## config.mk

```make
export PLATFORM = sky130hd
export DESIGN_NAME = serial_bank_ctrl
export DESIGN_NICKNAME = d
export VERILOG_FILES = /design/src/rtl/serial_bank_pkg.sv /design/src/rtl/sbc_shifter.sv /design/src/rtl/sbc_regs.sv /design/src/rtl/sbc_decode.sv /design/src/rtl/serial_bank_ctrl.sv
export SDC_FILE = /design/constraint.sdc
export NUM_CORES = 1
export LEC_CHECK = 0
export ABC_AREA = 1
export BUFFER_PORTS_ARGS = -buffer_cell sky130_fd_sc_hd__buf_4
export CAP_MARGIN = 15
export CORE_UTILIZATION = 30
export DETAILED_ROUTE_END_ITERATION = 6
export GPL_TIMING_DRIVEN = 0
export PLACE_DENSITY = 0.63
export SYNTH_ARGS = -nofsm -noshare
export SYNTH_HDL_FRONTEND = slang
export SYNTH_SLANG_ARGS = --single-unit
export TNS_END_PERCENT = 20
```

## constraint.sdc

```tcl
create_clock -name clk -period 1.23 [get_ports clk]
set_input_delay 0 -clock clk [delete_from_list [all_inputs] [get_ports clk]]
set_output_delay 0 -clock clk [all_outputs]
set_load 0.05 [all_outputs]
```

## src/rtl/serial_bank_pkg.sv

```systemverilog
package serial_bank_pkg;
   localparam int unsigned SB_REG_W    = 5;
   localparam int unsigned SB_NUM_REGS = 4;
   localparam logic [SB_REG_W-1:0] SB_CTRL_INIT = 5'h0C;
   localparam logic [SB_REG_W-1:0] SB_CTRL_FORCE = 5'h0C;

   typedef enum logic [1:0] {
      MIR_ONE_LO = 2'd0,
      MIR_ONE_HI = 2'd1,
      MIR_VERT   = 2'd2,
      MIR_HORZ   = 2'd3
   } mirror_e;
endpackage

```

## src/rtl/sbc_shifter.sv

```systemverilog
module sbc_shifter #(
   parameter int unsigned REG_W = 5,
   localparam int unsigned CNT_W = (REG_W > 1) ? $clog2(REG_W) : 1
) (
   input  logic             clk,
   input  logic             rst_n,
   input  logic             clr,
   input  logic             stb,
   input  logic             restart,
   input  logic             bit_in,
   output logic             soft_rst,
   output logic             commit,
   output logic [REG_W-1:0] commit_val,
   output logic [CNT_W-1:0] bit_cnt
);
   logic [REG_W-1:0] sh_buf;
   logic [REG_W-1:0] next_buf;
   logic             shift;

   assign soft_rst   = stb & restart;
   assign shift      = stb & ~restart;
   assign next_buf   = sh_buf | (REG_W'(bit_in) << bit_cnt);
   assign commit     = shift && (bit_cnt == CNT_W'(REG_W - 1));
   assign commit_val = next_buf;

   always_ff @(posedge clk) begin
      if (!rst_n || clr || soft_rst || commit) begin
         sh_buf  <= '0;
         bit_cnt <= '0;
      end else if (shift) begin
         sh_buf  <= next_buf;
         bit_cnt <= bit_cnt + CNT_W'(1);
      end
   end
endmodule

```

## src/rtl/sbc_regs.sv

```systemverilog
module sbc_regs
   import serial_bank_pkg::*;
#(
   parameter int unsigned REG_W    = 5,
   parameter int unsigned NUM_REGS = 4,
   localparam int unsigned SEL_W   = $clog2(NUM_REGS)
) (
   input  logic                             clk,
   input  logic                             rst_n,
   input  logic                             clr,
   input  logic                             soft_rst,
   input  logic                             commit,
   input  logic [SEL_W-1:0]                 commit_sel,
   input  logic [REG_W-1:0]                 commit_val,
   output logic [NUM_REGS-1:0][REG_W-1:0]   regs
);
   for (genvar i = 0; i < NUM_REGS; i++) begin : g_reg
      localparam logic [REG_W-1:0] INIT = (i == 0) ? REG_W'(SB_CTRL_INIT) : '0;
      logic hit;
      assign hit = commit && (commit_sel == SEL_W'(i));

      if (i == 0) begin : g_ctrl
         always_ff @(posedge clk) begin
            if (!rst_n || clr)  regs[i] <= INIT;
            else if (soft_rst)  regs[i] <= regs[i] | REG_W'(SB_CTRL_FORCE);
            else if (hit)       regs[i] <= commit_val;
         end
      end else if (i == NUM_REGS - 1) begin : g_prg
         always_ff @(posedge clk) begin
            if (!rst_n || clr)  regs[i] <= INIT;
            else if (hit)       regs[i] <= commit_val;
         end
      end else begin : g_chr
         always_ff @(posedge clk) begin
            if (!rst_n)         regs[i] <= INIT;
            else if (hit)       regs[i] <= commit_val;
         end
      end
   end
endmodule

```

## src/rtl/sbc_decode.sv

```systemverilog
module sbc_decode #(
   parameter int unsigned REG_W    = 5,
   parameter int unsigned NUM_REGS = 4,
   parameter int unsigned PRG_W    = 4,
   parameter logic [PRG_W-1:0] FIXED_BANK = 4'hF
) (
   input  logic [NUM_REGS-1:0][REG_W-1:0] regs,
   output logic [1:0]                     mirror,
   output logic                           prg_is_32k,
   output logic [PRG_W-1:0]               prg_bank_8000,
   output logic [PRG_W-1:0]               prg_bank_c000,
   output logic                           chr_is_4k,
   output logic [REG_W-1:0]               chr_bank_0000,
   output logic [REG_W-1:0]               chr_bank_1000
);
   localparam int unsigned PRG_REG = NUM_REGS - 1;

   logic [REG_W-1:0] ctrl;
   logic [PRG_W-1:0] prg_sel;
   logic [REG_W-1:0] chr_lo;
   logic             unused_prg_hi;

   assign ctrl          = regs[0];
   assign prg_sel       = regs[PRG_REG][PRG_W-1:0];
   assign chr_lo        = regs[1];
   assign unused_prg_hi = &{1'b0, regs[PRG_REG][REG_W-1:PRG_W]};

   assign mirror     = ctrl[1:0];
   assign prg_is_32k = ~ctrl[3];
   assign chr_is_4k  = ctrl[4];

   always_comb begin
      if (ctrl[3]) begin
         if (ctrl[2]) begin
            prg_bank_8000 = prg_sel;
            prg_bank_c000 = FIXED_BANK;
         end else begin
            prg_bank_8000 = '0;
            prg_bank_c000 = prg_sel;
         end
      end else begin
         prg_bank_8000 = {prg_sel[PRG_W-1:1], 1'b0};
         prg_bank_c000 = {prg_sel[PRG_W-1:1], 1'b1};
      end
   end

   always_comb begin
      if (ctrl[4]) begin
         chr_bank_0000 = chr_lo;
         chr_bank_1000 = regs[2];
      end else begin
         chr_bank_0000 = {chr_lo[REG_W-1:1], 1'b0};
         chr_bank_1000 = {chr_lo[REG_W-1:1], 1'b1};
      end
   end
endmodule

```

## src/rtl/serial_bank_ctrl.sv

```systemverilog
module serial_bank_ctrl #(
   parameter int unsigned REG_W      = 5,
   parameter int unsigned NUM_REGS   = 4,
   parameter int unsigned PRG_W      = 4,
   parameter int unsigned ADDR_W     = 16,
   parameter logic [PRG_W-1:0] FIXED_BANK = 4'hF
) (
   input  logic              clk,
   input  logic              rst_n,
   input  logic              active,
   input  logic              wr_en,
   input  logic [ADDR_W-1:0] cpu_addr,
   input  logic [7:0]        wr_data,
   input  logic              ext_clear,
   output logic [1:0]        mirror,
   output logic              prg_is_32k,
   output logic [PRG_W-1:0]  prg_bank_8000,
   output logic [PRG_W-1:0]  prg_bank_c000,
   output logic              chr_is_4k,
   output logic [REG_W-1:0]  chr_bank_0000,
   output logic [REG_W-1:0]  chr_bank_1000
);
   localparam int unsigned SEL_W = $clog2(NUM_REGS);
   localparam int unsigned SEL_LSB = ADDR_W - 1 - SEL_W;
   localparam int unsigned CNT_W = (REG_W > 1) ? $clog2(REG_W) : 1;

   if (REG_W != serial_bank_pkg::SB_REG_W) begin : g_bad_reg_w
      $error("serial_bank_ctrl: REG_W must be 5");
   end
   if (NUM_REGS != serial_bank_pkg::SB_NUM_REGS) begin : g_bad_regs
      $error("serial_bank_ctrl: NUM_REGS must be 4");
   end
   if (PRG_W >= REG_W || PRG_W < 2) begin : g_bad_prg_w
      $error("serial_bank_ctrl: PRG_W must lie in 2..REG_W-1");
   end
   if (ADDR_W < SEL_W + 2) begin : g_bad_addr_w
      $error("serial_bank_ctrl: ADDR_W too small");
   end

   logic                           accept;
   logic                           soft_rst;
   logic                           commit;
   logic [REG_W-1:0]               commit_val;
   logic [CNT_W-1:0]               bit_cnt;
   logic [NUM_REGS-1:0][REG_W-1:0] regs;
   logic                           unused_inputs;

   assign accept = wr_en && active && cpu_addr[ADDR_W-1] && !ext_clear;
   assign unused_inputs = &{1'b0, wr_data[6:1], cpu_addr[SEL_LSB-1:0], bit_cnt};

   sbc_shifter #(.REG_W(REG_W)) u_shift (
      .clk        (clk),
      .rst_n      (rst_n),
      .clr        (ext_clear),
      .stb        (accept),
      .restart    (wr_data[7]),
      .bit_in     (wr_data[0]),
      .soft_rst   (soft_rst),
      .commit     (commit),
      .commit_val (commit_val),
      .bit_cnt    (bit_cnt)
   );

   sbc_regs #(.REG_W(REG_W), .NUM_REGS(NUM_REGS)) u_regs (
      .clk        (clk),
      .rst_n      (rst_n),
      .clr        (ext_clear),
      .soft_rst   (soft_rst),
      .commit     (commit),
      .commit_sel (cpu_addr[ADDR_W-2 -: SEL_W]),
      .commit_val (commit_val),
      .regs       (regs)
   );

   sbc_decode #(
      .REG_W(REG_W), .NUM_REGS(NUM_REGS), .PRG_W(PRG_W), .FIXED_BANK(FIXED_BANK)
   ) u_dec (
      .regs          (regs),
      .mirror        (mirror),
      .prg_is_32k    (prg_is_32k),
      .prg_bank_8000 (prg_bank_8000),
      .prg_bank_c000 (prg_bank_c000),
      .chr_is_4k     (chr_is_4k),
      .chr_bank_0000 (chr_bank_0000),
      .chr_bank_1000 (chr_bank_1000)
   );
endmodule

```

; ---- After elaboration in Yosys (flattened, before gate mapping)
; Cells that the tools add are included.
[totals]
register_bits = 27
latchBits = 0
ramBits = 0
rom_bits = 0
inputBits = 29
output_inout_bits = 22
mem_count = 0
[classes]
addsub = 1
mul = 0
div = 0
magnitude_cmp = 0
eq_ne = 4
n_shift = 1
muxes = 6
bitwise_logic = 6
n_reduce_logical = 16
[ops]
columns = op, n
row1 = 4-bit two-way mux, 4
row2 = 1-bit logical AND, 8
row3 = 5-bit two-way mux, 1
row4 = 5-bit OR, 1
row5 = 1-bit by 3-bit left shift with 5-bit output, 1
row6 = 2-bit equality test (second input constant), 2
row7 = 3-bit by 1-bit adder with 3-bit output (second input constant), 1
row8 = 3-bit equality test (second input constant), 1
row9 = 1-bit logical OR, 3
row10 = 1-bit NOT, 3
row11 = 1-bit AND, 2
row12 = 2-bit by 1-bit equality test with 1-bit output (second input constant), 1
row13 = 1-bit logical NOT, 2
row14 = 2-bit logical NOT, 1
row15 = 2-bit AND reduction, 1
row16 = 2-bit OR reduction, 1
row17 = 1-bit two-way mux, 1

; ---- Logic depth before layout (Yosys ltp)
[depth]
word_depth = 7
mapped_depth = 8
ltp_nobuf = 8

; ---- By module
; From an unflattened synthesis, not the netlist that was laid out.
[hier_totals]
hier_cells = 242
hier_area_um2 = 1576.5
[by_module_without_submodules]
columns = module, instances, cells_each, area_per_inst_um2
row1 = sbc_regs, 1, 120, 860.8
row2 = sbc_shifter, 1, 74, 500.5
row3 = sbc_decode, 1, 44, 197.7
row4 = serial_bank_ctrl, 1, 4, 17.5

; ---- Least setup slack after synthesis
; No wires, ideal clock.
[synth_path]
path_type = reg2out
from = reg u_regs.regs[4] in the netlist's numbering
to = out chr_bank_1000[0]
arrival_time_ns = 1.318
setup_slack_ns = -0.088
path_stages_with_launch = 3
path_cell_list = dfxtp_1 -> inv_1 -> or2_2
[synth_between]
elab_chain_len = 1
[synth_rtl]
columns = item, line_no
row1 = "start, declared", sbc_regs.sv:15  ; output logic [NUM_REGS-1:0][REG_W-1:0] regs
row2 = "start signal, assigned by index", sbc_regs.sv:25  ; else if (soft_rst) regs[i] <= regs[i] | REG_W'(SB_CTRL_FORCE);
row3 = "start signal, assigned by index", sbc_regs.sv:26  ; else if (hit) regs[i] <= commit_val;
row4 = 5-bit two-way mux, sbc_decode.sv:48  ; if (ctrl[4]) begin
row5 = "end, declared", serial_bank_ctrl.sv:21  ; output logic [REG_W-1:0] chr_bank_1000
; Every way passes these cells.

; ---- Final worst setup path
[layout_path]
from = reg u_shift.bit_cnt[0]
to = reg u_regs.regs[11] in the netlist's numbering
[layout_between]
elab_chain_len = 3
elab_cells_between_ends = 5
[layout_rtl]
columns = item, line_no
row1 = "start, declared", sbc_shifter.sv:14  ; output logic [CNT_W-1:0] bit_cnt
row2 = "start signal, assigned", sbc_shifter.sv:32  ; bit_cnt <= bit_cnt + CNT_W'(1);
row3 = 3-bit equality test, sbc_shifter.sv:23  ; assign commit = shift && (bit_cnt == CNT_W'(REG_W - 1));
row4 = 1-bit logical AND, sbc_shifter.sv:23
row5 = 1-bit logical AND, sbc_regs.sv:20  ; assign hit = commit && (commit_sel == SEL_W'(i));
row6 = "end signal, assigned by index", sbc_regs.sv:36  ; else if (hit) regs[i] <= commit_val;
; Several ways; a longest one is shown, not always the timed one.
; A chain may end at the register's enable or synchronous reset.

==> metrics.txt <==
# TYPE chip_impl_metric gauge
chip_impl_metric{name="initial_drc_count",unit=""} 40
chip_impl_metric{name="clock.fmax",unit="MHz"} 796.3
chip_impl_metric{name="drt_wl_total",unit="microns"} 3158
chip_impl_metric{name="synth.yosys.warnings",unit=""} 0
chip_impl_metric{name="pwr_per_cell_area",unit="nW/um^2"} 807.4
chip_impl_metric{name="grtUsageTotal",unit="%"} 14.06
chip_impl_metric{name="die_w",unit="microns"} 69.80
chip_impl_info{name="start_kind",value="flop"} 1
chip_impl_metric{name="power_total",unit="mW"} 1.481
chip_impl_metric{name="design.portCount",unit=""} 51
chip_impl_metric{name="drcViolationCount",unit=""} 0
chip_impl_metric{name="clk_pin_slew_worst_paths",unit="ns"} 0.10
chip_impl_metric{name="drt-vias-per-instance",unit=""} 4.436
chip_impl_metric{name="total_number_of_h_tree_levels",unit=""} 1
chip_impl_info{name="grt_setup_unrepaired",value="true"} 1
chip_impl_metric{name="worst-slew-pin-transition",unit="ns"} 0.4600
chip_impl_metric{name="start_util",unit="%"} 31.45
chip_impl_metric{name="finalWorstPathRequiredPeriod",unit="ns"} 1.256
chip_impl_info{name="violations_in_the_final_reports",value="negative setup slack"} 1
chip_impl_metric{name="number_of_nets_in_the_final_layout",unit=""} 278
chip_impl_info{name="setup.worst_path.class",value="reg2reg"} 1
chip_impl_metric{name="wl_met3",unit="microns"} 159
chip_impl_info{name="combinational_family_with_the_most_area_after_synthesis",value="simple AND/OR/NAND/NOR gates"} 1
chip_impl_metric{name="synth_xor_xnor_area_share",unit="%"} 0.6352
chip_impl_metric{name="number_of_antenna_violations_at_the_first_check_in_global_routing",unit=""} 0
chip_impl_metric{name="syn_area_per_cell",unit="sq um"} 6.693
chip_impl_metric{name="synth_compound_area_share",unit="%"} 9.982
chip_impl_metric{name="hold_viol_final",unit=""} 0
chip_impl_metric{name="detailroute.wirelength.met2",unit="microns"} 1514
chip_impl_metric{name="detail_route.wirelength.met1",unit="microns"} 1472
chip_impl_metric{name="post-route-period-util",unit="%"} 102.1
chip_impl_metric{name="timing.clock.skew",unit="ns"} 0.005864
chip_impl_metric{name="grt_first_pass_wirelength",unit="microns"} 5554
chip_impl_metric{name="static-leakage-power",unit="nW"} 0.8979
chip_impl_info{name="end_kind",value="flop"} 1
chip_impl_info{name="dr.max_layer_used",value="met4"} 1
chip_impl_metric{name="dr_total_vias",unit=""} 1322
chip_impl_metric{name="port_buffers",unit=""} 31
chip_impl_info{name="holdCritPathClass",value="in2reg"} 1
chip_impl_metric{name="number_of_sinks_driven_by_the_clock_tree",unit=""} 27
chip_impl_metric{name="setup_tns",unit="ns"} -0.06371
chip_impl_metric{name="cts_inserted_buffers",unit=""} 3
chip_impl_metric{name="ir_worst_vdd",unit="uV"} 546.5
chip_impl_metric{name="syn_inst",unit=""} 206
chip_impl_metric{name="firstDrtPassIters",unit=""} 4
chip_impl_metric{name="fin_util",unit="%"} 41.84
chip_impl_metric{name="cap_violations",unit=""} 0
chip_impl_metric{name="core_region_area",unit="sq um"} 4384
chip_impl_metric{name="clock_path_buffers",unit=""} 2
chip_impl_info{name="tritoncts",value="built"} 1
chip_impl_info{name="crit_path_cell_trace",value="inv_2, ha_4, nand2_4, nor2_4, buf_4, nand3_1, a21oi_1"} 1
chip_impl_metric{name="flow.area_growth_from_synthesis",unit="%"} 33.03
chip_impl_metric{name="synth_mux_area_share",unit="%"} 0
chip_impl_metric{name="post-route-worst-setup-slack",unit="ns"} -0.02577
chip_impl_metric{name="globalRoute.totalOverflow",unit=""} 0
chip_impl_info{name="cts.root.buffer_cell",value="sky130_fd_sc_hd__clkbuf_8"} 1
chip_impl_metric{name="synthSimpleGateAreaFrac",unit="%"} 36.66
chip_impl_metric{name="fill_cells",unit=""} 484
chip_impl_metric{name="core.rowCount",unit=""} 24
chip_impl_metric{name="design.die.area",unit="sq um"} 4871
chip_impl_metric{name="worst-path-buf-inv",unit=""} 2
chip_impl_metric{name="synth_nets",unit=""} 237
chip_impl_metric{name="multi_input_comb_area",unit="sq um"} 734.5
chip_impl_metric{name="post-dp-hpwl",unit="microns"} 2333
chip_impl_metric{name="first_global_vias",unit=""} 1265
chip_impl_metric{name="netlist-cell-type-count",unit=""} 20
chip_impl_metric{name="yosys.area_share.adder",unit="%"} 1.815
chip_impl_metric{name="cp.arrival",unit="ns"} 1.46
chip_impl_metric{name="portion_of_the_post_synthesis_area_used_by_sequential_elements",unit="%"} 39.20
chip_impl_metric{name="finalSetupViolCount",unit=""} 6
chip_impl_metric{name="grt_start_max_net_pins",unit=""} 17
chip_impl_metric{name="critical_path.max_fanout",unit=""} 10
chip_impl_metric{name="max-slew-margin-rel",unit="%"} 69.24
chip_impl_info{name="timing.critical_path.max_delay_family",value="flip-flops"} 1
chip_impl_metric{name="post_route_cells_drive_above_1_share",unit="%"} 30.49
chip_impl_metric{name="layout.area.seq",unit="sq um"} 548.0
chip_impl_metric{name="antenna_violating_nets_post_route",unit=""} 0
chip_impl_metric{name="route.detailed.wl_per_inst",unit="microns"} 10.60
chip_impl_metric{name="gpl.final_weighted_congestion",unit=""} 0.7649
chip_impl_metric{name="clock_insertion_delay_worst_skew",unit="ns"} 0.27
chip_impl_metric{name="hold_buffers",unit=""} 0
chip_impl_metric{name="ys_seq_elements",unit=""} 27
chip_impl_info{name="outcome",value="finished with violations"} 1
chip_impl_metric{name="syn_area",unit="sq um"} 1379
chip_impl_metric{name="die_h",unit="microns"} 69.80
chip_impl_metric{name="maxSlewViolCount",unit=""} 0
chip_impl_metric{name="n_antenna_cell",unit=""} 0
chip_impl_metric{name="critical_path.max_stage_delay",unit="ns"} 0.34
chip_impl_metric{name="worstPathRequired",unit="ns"} 1.43
chip_impl_info{name="cp_max_stage_cell",value="sky130_fd_sc_hd__dfxtp_2"} 1
==> cell usage after synthesis <==
cell | n | area (sq um)
sky130_fd_sc_hd__nand3_4 | 1 | 17.52
sky130_fd_sc_hd__nand2_2 | 2 | 12.51
sky130_fd_sc_hd__o21bai_1 | 5 | 37.54
sky130_fd_sc_hd__o21ai_0 | 2 | 10.01
sky130_fd_sc_hd__ha_1 | 2 | 25.02
sky130_fd_sc_hd__a21oi_1 | 18 | 90.09
sky130_fd_sc_hd__nand4_2 | 1 | 12.51
sky130_fd_sc_hd__nand4_1 | 2 | 12.51
sky130_fd_sc_hd__inv_2 | 3 | 11.26
sky130_fd_sc_hd__nor2_1 | 33 | 123.9
sky130_fd_sc_hd__clkbuf_1 | 1 | 3.750
sky130_fd_sc_hd__buf_4 | 7 | 52.55
sky130_fd_sc_hd__nor3_4 | 1 | 16.27
sky130_fd_sc_hd__nand2_1 | 55 | 206.5
sky130_fd_sc_hd__inv_1 | 25 | 93.84
sky130_fd_sc_hd__nor2_2 | 2 | 12.51
sky130_fd_sc_hd__dfxtp_1 | 27 | 540.5
sky130_fd_sc_hd__or2_2 | 1 | 6.260
sky130_fd_sc_hd__nand3_1 | 17 | 85.08
sky130_fd_sc_hd__xor2_1 | 1 | 8.760
==> report_power, final <==
part           internal, mW  switching, mW
Sequential            0.872       0.000288
Clock                 0.230          0.283
Combinational        0.0339         0.0623
==> worst register-to-register path: stages, from the launching register on <==
cell	delay, ns
sky130_fd_sc_hd__dfxtp_2	0.34
sky130_fd_sc_hd__inv_2	0.08
sky130_fd_sc_hd__ha_4	0.14
sky130_fd_sc_hd__nand2_4	0.06
sky130_fd_sc_hd__nor2_4	0.16
sky130_fd_sc_hd__buf_4	0.18
sky130_fd_sc_hd__nand3_1	0.08
sky130_fd_sc_hd__a21oi_1	0.15
==> state kept, by name, indices dropped and copies added (netlist names) <==
signal,flops
u_regs.regs,19
u_shift.sh_buf,5
u_shift.bit_cnt,3
==> per-stage QoR <==
step | hold slack [ns] | setup WS (ns) | cells | cell area (sq um)
global route | 0.04241 | -0.1388 | 298 | 1834
floorplan | 0.1758 | -0.04245 | 206 | 1380
detailed placement | 0.3383 | -0.2418 | 289 | 1678
finish | 0.04129 | -0.02577 | 298 | 1834
global placement | 0.3411 | -0.2243 | 289 | 1678
CTS | 0.03579 | -0.04292 | 298 | 1821
==> logic make-up after synthesis <==
kind of cell | Yosys count
compound gates | 25
xor+xnor | 1
fa+ha+maj | 2
buf+inv | 36
flops | 27
simple gates | 115
==> per-layer routing <==
layer,vias to the layer above,track usage [%]
met5,-,0
met4,0,2.000
met3,2,3.343
met2,28,25.75
met1,574,16.88
li1,718,-
==> final timing paths <==
| check | from | to | slack [ns] | cells after the start |
|---|---|---|---|---|
| hold reg to reg | u_regs.regs[10]$_SDFFE_PN0P_ | u_regs.regs[10]$_SDFFE_PN0P_ | 0.47 | 2 |
| setup / recovery | u_shift.bit_cnt[0]$_SDFFE_PP0P_ | u_regs.regs[11]$_SDFFE_PN0P_ | -0.03 | 7 |
| setup reg to reg | u_shift.bit_cnt[0]$_SDFFE_PP0P_ | u_regs.regs[11]$_SDFFE_PN0P_ | -0.03 | 7 |
| hold / removal | ext_clear | u_regs.regs[4]$_SDFFE_PP0P_ | 0.04 | 4 |
==> cell type report <==
type / count / area share, %
multi-input cells: 143 / 40.04
clock inverters: 1 / 0.4093
flip-flops and latches: 27 / 29.88
repair buffers: 36 / 14.94
inverters: 28 / 5.866
plain buffers: 8 / 3.070
well taps: 52 / 3.547
clock buffers: 3 / 2.251
==> cell usage in the layout (no fill, tap or decap), types with 3 or more instances in the layout <==
cell type / Yosys / routed
sky130_fd_sc_hd__nand2_1: 55 / 53
sky130_fd_sc_hd__buf_4: 7 / 42
sky130_fd_sc_hd__nor2_1: 33 / 32
sky130_fd_sc_hd__dfxtp_1: 27 / 23
sky130_fd_sc_hd__inv_1: 25 / 21
sky130_fd_sc_hd__a21oi_1: 18 / 18
sky130_fd_sc_hd__nand3_1: 17 / 17
sky130_fd_sc_hd__inv_2: 3 / 6
sky130_fd_sc_hd__o21bai_2: 0 / 5
sky130_fd_sc_hd__nand2_2: 2 / 3
sky130_fd_sc_hd__clkbuf_8: 0 / 3
sky130_fd_sc_hd__dfxtp_2: 0 / 3
==> timing repair <==
action,in CTS,in global routing
resized for setup,18,6
gates cloned,0,0
buffers inserted,5,0
endpoints found under the hold margin,0,0
endpoints found under the setup margin,27,25
pin swaps,4,1
(Power assumes the default switching activity.)
